`src/rtl/rxq_pack_pkg.sv`:
```
package rxq_pack_pkg;
    localparam int BYTE_W = 8;
    localparam int LEN_W  = 4;
    localparam logic [LEN_W-1:0] LEN_RESET = 4'd7;

    typedef enum logic [1:0] {
        TRK_OFF  = 2'd0,
        TRK_RECV = 2'd1,
        TRK_LAST = 2'd2
    } trk_state_t;

    typedef enum logic [1:0] {
        LVL_EMPTY   = 2'd0,
        LVL_QUARTER = 2'd1,
        LVL_HALF    = 2'd2,
        LVL_FULL    = 2'd3
    } fill_lvl_t;
endpackage

```
`src/rtl/rxq_cfg_reg.sv`:
```
module rxq_cfg_reg
    import rxq_pack_pkg::*;
(
    input  logic             clk,
    input  logic             rst_n,
    input  logic             enable,
    input  logic             wr,
    input  logic [LEN_W-1:0] len_in,
    input  logic             odd_in,
    output logic [LEN_W-1:0] len_q,
    output logic             odd_q
);
    always_ff @(posedge clk or negedge rst_n) begin
        if (!rst_n) begin
            len_q <= LEN_RESET;
            odd_q <= 1'b0;
        end else if (wr && !enable) begin
            len_q <= len_in;
            odd_q <= odd_in;
        end
    end

    // configuration is frozen while the peripheral is enabled
    assert_cfg_locked_R8: assert property (@(posedge clk) disable iff (!rst_n)
        enable |=> ($stable(len_q) && $stable(odd_q)));
endmodule

```
`src/rtl/rxq_byte_fifo.sv`:
```
module rxq_byte_fifo #(
    parameter int DEPTH = 4,
    parameter int W     = 8
) (
    input  logic               clk,
    input  logic               rst_n,
    input  logic               push,
    input  logic [W-1:0]       din,
    input  logic [1:0]         pop_n,
    output logic [$clog2(DEPTH+1)-1:0] count,
    output logic [W-1:0]       head0,
    output logic [W-1:0]       head1,
    output logic               drop
);
    localparam int PW = $clog2(DEPTH);
    localparam int CW = $clog2(DEPTH+1);

    logic [W-1:0]  mem [DEPTH];
    logic [PW-1:0] wr_ptr;
    logic [PW-1:0] rd_ptr;
    logic          accept;

    assign accept = push && (count != CW'(DEPTH));
    assign drop   = push && (count == CW'(DEPTH));
    assign head0  = mem[rd_ptr];
    assign head1  = mem[PW'(rd_ptr + 1'b1)];

    always_ff @(posedge clk) begin
        if (accept) mem[wr_ptr] <= din;
    end

    always_ff @(posedge clk or negedge rst_n) begin
        if (!rst_n) begin
            wr_ptr <= '0;
            rd_ptr <= '0;
            count  <= '0;
        end else begin
            if (accept) wr_ptr <= PW'(wr_ptr + 1'b1);
            rd_ptr <= PW'(rd_ptr + PW'(pop_n));
            count  <= CW'(count + CW'(accept) - CW'(pop_n));
        end
    end

    // occupancy never exceeds capacity
    assert_count_bound_R7: assert property (@(posedge clk) disable iff (!rst_n)
        count <= CW'(DEPTH));
    // a byte offered to a full queue with no read leaves the occupancy unchanged
    assert_full_drop_R6: assert property (@(posedge clk) disable iff (!rst_n)
        (push && count == CW'(DEPTH) && pop_n == 2'd0) |=> $stable(count));
    // never remove more bytes than are stored
    assert_pop_legal_R4: assert property (@(posedge clk) disable iff (!rst_n)
        CW'(pop_n) <= count);
endmodule

```
`src/rtl/rxq_frame_trk.sv`:
```
module rxq_frame_trk
    import rxq_pack_pkg::*;
#(
    parameter int CNT_W = 16
) (
    input  logic             clk,
    input  logic             rst_n,
    input  logic             enable,
    input  logic [CNT_W-1:0] xfer_len,
    input  logic             byte_in,
    input  logic             wide_frames,
    output logic             all_rcvd
);
    trk_state_t       state, nxt;
    logic [CNT_W-1:0] left, left_nxt;
    logic             half, half_nxt;
    logic             en_q;

    always_ff @(posedge clk or negedge rst_n) begin
        if (!rst_n) begin
            state <= TRK_OFF;
            left  <= '0;
            half  <= 1'b0;
            en_q  <= 1'b0;
        end else begin
            state <= nxt;
            left  <= left_nxt;
            half  <= half_nxt;
            en_q  <= enable;
        end
    end

    always_comb begin
        nxt      = state;
        left_nxt = left;
        half_nxt = half;
        if (!enable) begin
            nxt      = TRK_OFF;
            half_nxt = 1'b0;
        end else if (!en_q) begin
            left_nxt = xfer_len;
            half_nxt = 1'b0;
            nxt      = (xfer_len == '0) ? TRK_LAST : TRK_RECV;
        end else begin
            unique case (state)
                TRK_OFF:  nxt = TRK_OFF;
                TRK_RECV: begin
                    if (byte_in) begin
                        if (wide_frames && !half) begin
                            half_nxt = 1'b1;
                        end else begin
                            half_nxt = 1'b0;
                            left_nxt = left - 1'b1;
                            if (left == CNT_W'(1)) nxt = TRK_LAST;
                        end
                    end
                end
                TRK_LAST: nxt = TRK_LAST;
                default:  nxt = TRK_OFF;
            endcase
        end
    end

    always_comb begin
        all_rcvd = (state == TRK_LAST);
    end

    // the final-frame state is only reachable with the peripheral enabled
    assert_last_enabled_R9: assert property (@(posedge clk) disable iff (!rst_n)
        (state == TRK_LAST) |-> en_q);
    // all frames counted when the final state is held
    assert_last_zero_R9: assert property (@(posedge clk) disable iff (!rst_n)
        (state == TRK_LAST) |-> (left == '0));
endmodule

```
`src/rtl/rxq_pack_buf.sv`:
```
module rxq_pack_buf
    import rxq_pack_pkg::*;
#(
    parameter int DEPTH = 4,
    parameter int CNT_W = 16
) (
    input  logic              clk,
    input  logic              rst_n,
    input  logic              enable,
    input  logic [CNT_W-1:0]  xfer_len,
    input  logic              dma_rx_en,
    input  logic              thr_quarter,
    input  logic              cfg_wr,
    input  logic [LEN_W-1:0]  cfg_len_in,
    input  logic              cfg_odd_in,
    output logic [LEN_W-1:0]  cfg_len_q,
    output logic              cfg_odd_q,
    input  logic              in_valid,
    input  logic [BYTE_W-1:0] in_byte,
    input  logic              rd_en,
    input  logic              rd_wide,
    output logic [2*BYTE_W-1:0] rd_data,
    output logic              rx_ready,
    output logic [1:0]        level,
    output logic              overrun,
    input  logic              overrun_clr
);
    localparam int CW = $clog2(DEPTH+1);

    logic [CW-1:0]     fcount;
    logic [BYTE_W-1:0] head0, head1;
    logic              drop;
    logic [1:0]        pop_n;
    logic              wide_frames;
    logic              all_rcvd;
    logic              release_lone;
    fill_lvl_t         lvl;

    assign wide_frames = (cfg_len_q > LEN_RESET);

    rxq_cfg_reg u_cfg (
        .clk    (clk),
        .rst_n  (rst_n),
        .enable (enable),
        .wr     (cfg_wr),
        .len_in (cfg_len_in),
        .odd_in (cfg_odd_in),
        .len_q  (cfg_len_q),
        .odd_q  (cfg_odd_q)
    );

    rxq_byte_fifo #(.DEPTH(DEPTH), .W(BYTE_W)) u_fifo (
        .clk   (clk),
        .rst_n (rst_n),
        .push  (in_valid),
        .din   (in_byte),
        .pop_n (pop_n),
        .count (fcount),
        .head0 (head0),
        .head1 (head1),
        .drop  (drop)
    );

    rxq_frame_trk #(.CNT_W(CNT_W)) u_trk (
        .clk         (clk),
        .rst_n       (rst_n),
        .enable      (enable),
        .xfer_len    (xfer_len),
        .byte_in     (in_valid),
        .wide_frames (wide_frames),
        .all_rcvd    (all_rcvd)
    );

    always_comb begin
        pop_n = 2'd0;
        if (rd_en && fcount != '0)
            pop_n = (rd_wide && fcount >= CW'(2)) ? 2'd2 : 2'd1;
    end

    always_comb begin
        if (fcount == '0)                lvl = LVL_EMPTY;
        else if (fcount == CW'(1))       lvl = LVL_QUARTER;
        else if (fcount == CW'(DEPTH))   lvl = LVL_FULL;
        else                             lvl = LVL_HALF;
    end
    assign level = lvl;

    assign release_lone = dma_rx_en && cfg_odd_q && !wide_frames &&
                          all_rcvd && (fcount == CW'(1));
    assign rx_ready = (thr_quarter ? (fcount >= CW'(1)) : (fcount >= CW'(2)))
                      || release_lone;

    always_ff @(posedge clk or negedge rst_n) begin
        if (!rst_n) begin
            rd_data <= '0;
            overrun <= 1'b0;
        end else begin
            overrun <= drop || (overrun && !overrun_clr);
            if (rd_en)
                rd_data <= {(pop_n == 2'd2) ? head1 : {BYTE_W{1'b0}},
                            (pop_n != 2'd0) ? head0 : {BYTE_W{1'b0}}};
        end
    end

    // overrun holds until cleared
    assert_ovr_sticky_R6: assert property (@(posedge clk) disable iff (!rst_n)
        (overrun && !overrun_clr) |=> overrun);
    // an empty queue never signals ready
    assert_empty_no_ready_R3: assert property (@(posedge clk) disable iff (!rst_n)
        (level == 2'd0) |-> !rx_ready);
    // a narrow read leaves the upper half zero
    assert_narrow_high_zero_R5: assert property (@(posedge clk) disable iff (!rst_n)
        (rd_en && !rd_wide) |=> (rd_data[15:8] == 8'h00));
    // reading an empty queue returns zero
    assert_empty_read_zero_R12: assert property (@(posedge clk) disable iff (!rst_n)
        (rd_en && level == 2'd0 && !in_valid) |=> (rd_data == 16'h0000));
endmodule

```
`config.mk`:
```
export PLATFORM = sky130hd
export DESIGN_NAME = rxq_pack_buf
export DESIGN_NICKNAME = d
export VERILOG_FILES = /design/src/rtl/rxq_pack_pkg.sv /design/src/rtl/rxq_cfg_reg.sv /design/src/rtl/rxq_byte_fifo.sv /design/src/rtl/rxq_frame_trk.sv /design/src/rtl/rxq_pack_buf.sv
export SDC_FILE = /design/constraint.sdc
export NUM_CORES = 1
export LEC_CHECK = 0
export ABC_AREA = 1
export BUFFER_PORTS_ARGS = -buffer_cell sky130_fd_sc_hd__clkbuf_2
export CORE_UTILIZATION = 50
export DETAILED_ROUTE_END_ITERATION = 10
export PLACE_DENSITY = 0.71
export SLEW_MARGIN = 20
export SYNTH_ARGS = -nofsm -noshare
export SYNTH_HDL_FRONTEND = slang
export SYNTH_SLANG_ARGS = --single-unit
```
`constraint.sdc`:
```
create_clock -name clk -period 5.1 [get_ports clk]
set_input_delay 0.255 -clock clk [delete_from_list [all_inputs] [get_ports clk]]
set_output_delay 0.255 -clock clk [all_outputs]
set_load 0.03 [all_outputs]
```
==> flow_metrics.env <==
export IMPL_dp_wirelength_um=6700
export IMPL_die_width_um=94.16
export IMPL_synth_area_leaders="dfrtp_1, edfxtp_1, nand2_1"
export IMPL_clk_path_buf_depth=2
export IMPL_post_route_drc_count=0
export IMPL_drive_above_1_share=0.1916
export IMPL_crit_path_start_kind="flop"
export IMPL_critical_path_class="reg -> reg"
export IMPL_critPathRequiredTime_ns=5.34
export IMPL_run_status="completed"
export IMPL_number_of_vias_after_detailed_routing=3477
export IMPL_post_cts_setup_bufs=0
export IMPL_peakVddDrop_uv=195.2
export IMPL_nets=614
export IMPL_drt_pre_antenna_iters=5
export IMPL_post_synth_inst_count=506
export IMPL_dp_cells=658
export IMPL_final_setup_viol_count=0
export IMPL_die_area_um2=8866
export IMPL_finalHoldViolCount=0
export IMPL_tritoncts="done"
export IMPL_synth_fp_nets=556
export IMPL_grt_total_usage=0.2373
export IMPL_synthFlopType="dfrtp_1"
export IMPL_fin_crit_ns=2.254
export IMPL_route_antenna_remaining_nets=0
export IMPL_synth_top_area_share=0.2711
export IMPL_timing_max_cap_violations=0
export IMPL_coreArea_um2=8217
export IMPL_proportion_of_synthesized_chip_area_in_sequential_cells=0.5159
export IMPL_initialDrtViolationCount=194
export IMPL_critical_path_endpoint_category="flop"
export IMPL_worstRegToRegCells=9
export IMPL_n_antenna_cell=0
export IMPL_holdBufCountCts=0
export IMPL_grt_first_pass_wirelength_um=16080
export IMPL_postCtsResizedCells=0
export IMPL_detailed_route_wire_length_per_cell_um=13.94
export IMPL_asyncSetResetFlopFracSynth=0.6049
export IMPL_rsz0062_at_grt="false"
export IMPL_final_core_utilization=0.5849
export IMPL_cts_buffers=9
export IMPL_place_gp_congestion=0.8374
export IMPL_clk_pin_slew_worst_paths_ns=0.08
export IMPL_drt_wl_total_um=9396
export IMPL_dieHeight_um=94.16
export IMPL_fin_cells=674
export IMPL_ys_seq_elements=81
export IMPL_fmaxAchievable_ghz=0.4436
export IMPL_yosysWarningCount=0
export IMPL_crit_fanout=11
export IMPL_syn_to_final_growth_pct=13.17
export IMPL_ys_top_cells_by_count="nand2_1, nor2_1, inv_1, dfrtp_1, nand3_1"
export IMPL_vias_per_cell=5.159
export IMPL_number_of_enable_flip_flop_cells_after_synthesis=32
export IMPL_synth_cell_types=37
export IMPL_measured_slew_at_the_worst_slew_check_pin_ns=0.8965
export IMPL_totalNegativeSetupSlack_ns=0
export IMPL_clock_latency_ns=0.35
export IMPL_power_density_nw_per_um2=523.6
export IMPL_cellLeakagePower_nw=2.312
export IMPL_max_slew_margin_rel=0.4001
export IMPL_holdCritPathClass="in -> async"
export IMPL_floorplan_initialDensity=0.5168
export IMPL_finClkSkew_ns=0.007840
export IMPL_clk_root_buffer_cell="clkbuf_8"
export IMPL_fp_row_count=33
export IMPL_synthMostInstantiatedCell="nand2_1"
export IMPL_maximum_number_of_pins_on_one_net_before_global_route_repair=50
export IMPL_htree_num_levels=3
export IMPL_final_period_utilization=0.4420
export IMPL_globalRouteOverflowTotal=0
export IMPL_synth_top_cell_by_area="dfrtp_1"
export IMPL_synthesis_area_um2=4247
export IMPL_sink_count_of_the_clock_tree=81
export IMPL_initial_antenna_violation_count=0
export IMPL_cp_arrival_ns=2.49
export IMPL_avgSynthCellArea_um2=8.392
export IMPL_ioPinCount=64
export IMPL_finalMaxSlewViolations=0
export IMPL_placement_io_buffers=63
export IMPL_first_global_vias=3455
## registers in the layout, summed over array words and instances, names as in the netlist
| signal | flops |
|---|---|
| overrun | 1 |
| rd_data | 16 |
| u_cfg.len_q | 4 |
| u_cfg.odd_q | 1 |
| u_fifo.count | 3 |
| u_fifo.mem | 32 |
| u_fifo.rd_ptr | 2 |
| u_fifo.wr_ptr | 2 |
| u_trk.en_q | 1 |
| u_trk.half | 1 |
| u_trk.left | 16 |
| u_trk.state | 2 |
## cell families (layout without fill, tap and decap cells)
family | after synthesis | count (layout) | synth area share
simple gates | 276 | 276 | 0.2728
flops | 81 | 81 | 0.5159
buf+inv | 74 | 137 | 0.07778
compound gates | 55 | 55 | 0.07661
fa+ha+maj | 11 | 11 | 0.03418
xor+xnor | 5 | 5 | 0.01208
mux | 4 | 4 | 0.01061
## layer usage
layer / share of wire / global-route usage / vias up
li1: - / - / 1745
met1: 0.44 / 0.2967 / 1608
met2: 0.49 / 0.3961 / 113
met3: 0.052 / 0.03883 / 11
met4: 0.017 / 0.1167 / 0
met5: 0 / 0 / -
## worst paths after layout
path	start	end	slack, ns
max in group asynchronous	rst_n	u_trk.half	4.67
worst max-delay path	u_fifo.count[1]	u_fifo.count[2]	2.85
min in group clk	enable	u_trk.en_q	0.05
worst min register to register	rd_data[6]	rd_data[6]	0.48
worst min-delay path	rst_n	rd_data[13]	0.004
worst max register to register	u_fifo.count[1]	u_fifo.count[2]	2.85
## critical path, stage by stage, from the launching register on
cell	delay, ns
dfrtp_1	0.38
or2_1	0.30
nor2_8	0.04
nor2_2	0.42
nand3_1	0.19
nand2_1	0.12
ha_1	0.14
inv_1	0.04
fa_1	0.37
xnor2_1	0.13
## area by class of cell
class | count | area [µm²]
clock buffers | 10 | 127.6
clock inverters | 6 | 92.59
flip-flops and latches | 81 | 2191
multi-input cells | 351 | 1725
fillers | 733 | 3411
well taps | 105 | 131.4
inverters | 57 | 215.2
repair buffers | 64 | 322.8
## stage by stage
step / power [mW] / instance area, µm² / hold WS (ns) / setup slack (ns)
floorplan: 1.759 / 4247 / -0.04059 / 3.235
global placement: 1.971 / 4586 / 0.4000 / 2.950
detailed placement: 2.009 / 4586 / 0.4037 / 2.865
CTS: 2.530 / 4806 / 0.02363 / 2.850
global route: 2.708 / 4806 / 0.04625 / 2.617
finish: 2.516 / 4806 / 0.004209 / 2.846
## where the power goes
part	switching [mW]	total, mW	internal (mW)	leakage (nW)
clock network	0.239	0.516	0.277	0.103
registers	0.161	1.03	0.870	0.892
logic	0.664	0.969	0.304	1.32
total	1.06	2.52	1.45	2.31
## cell usage in the layout, fill, tap and decap left out, types with 2 or more instances in the layout
cell type and count:
nand2_1 164, clkbuf_2 63, nor2_1 51, inv_1 50, dfrtp_1 46, nand3_1 42
edfxtp_1 32, o22ai_1 16, a21oi_1 12, o21ai_1 11, ha_1 10, o21ai_0 9
clkbuf_8 9, nor2_2 6, inv_2 6, mux2_2 4, nand4_1 3, o211ai_1 3
dfstp_2 3, nand2_2 2, xor2_1 2, xnor2_1 2, nor3_1 2, a21oi_2 2
bufinv_16 2, clkinv_4 2, clkinvlp_4 2
Power figures use the tool's default switching activity.
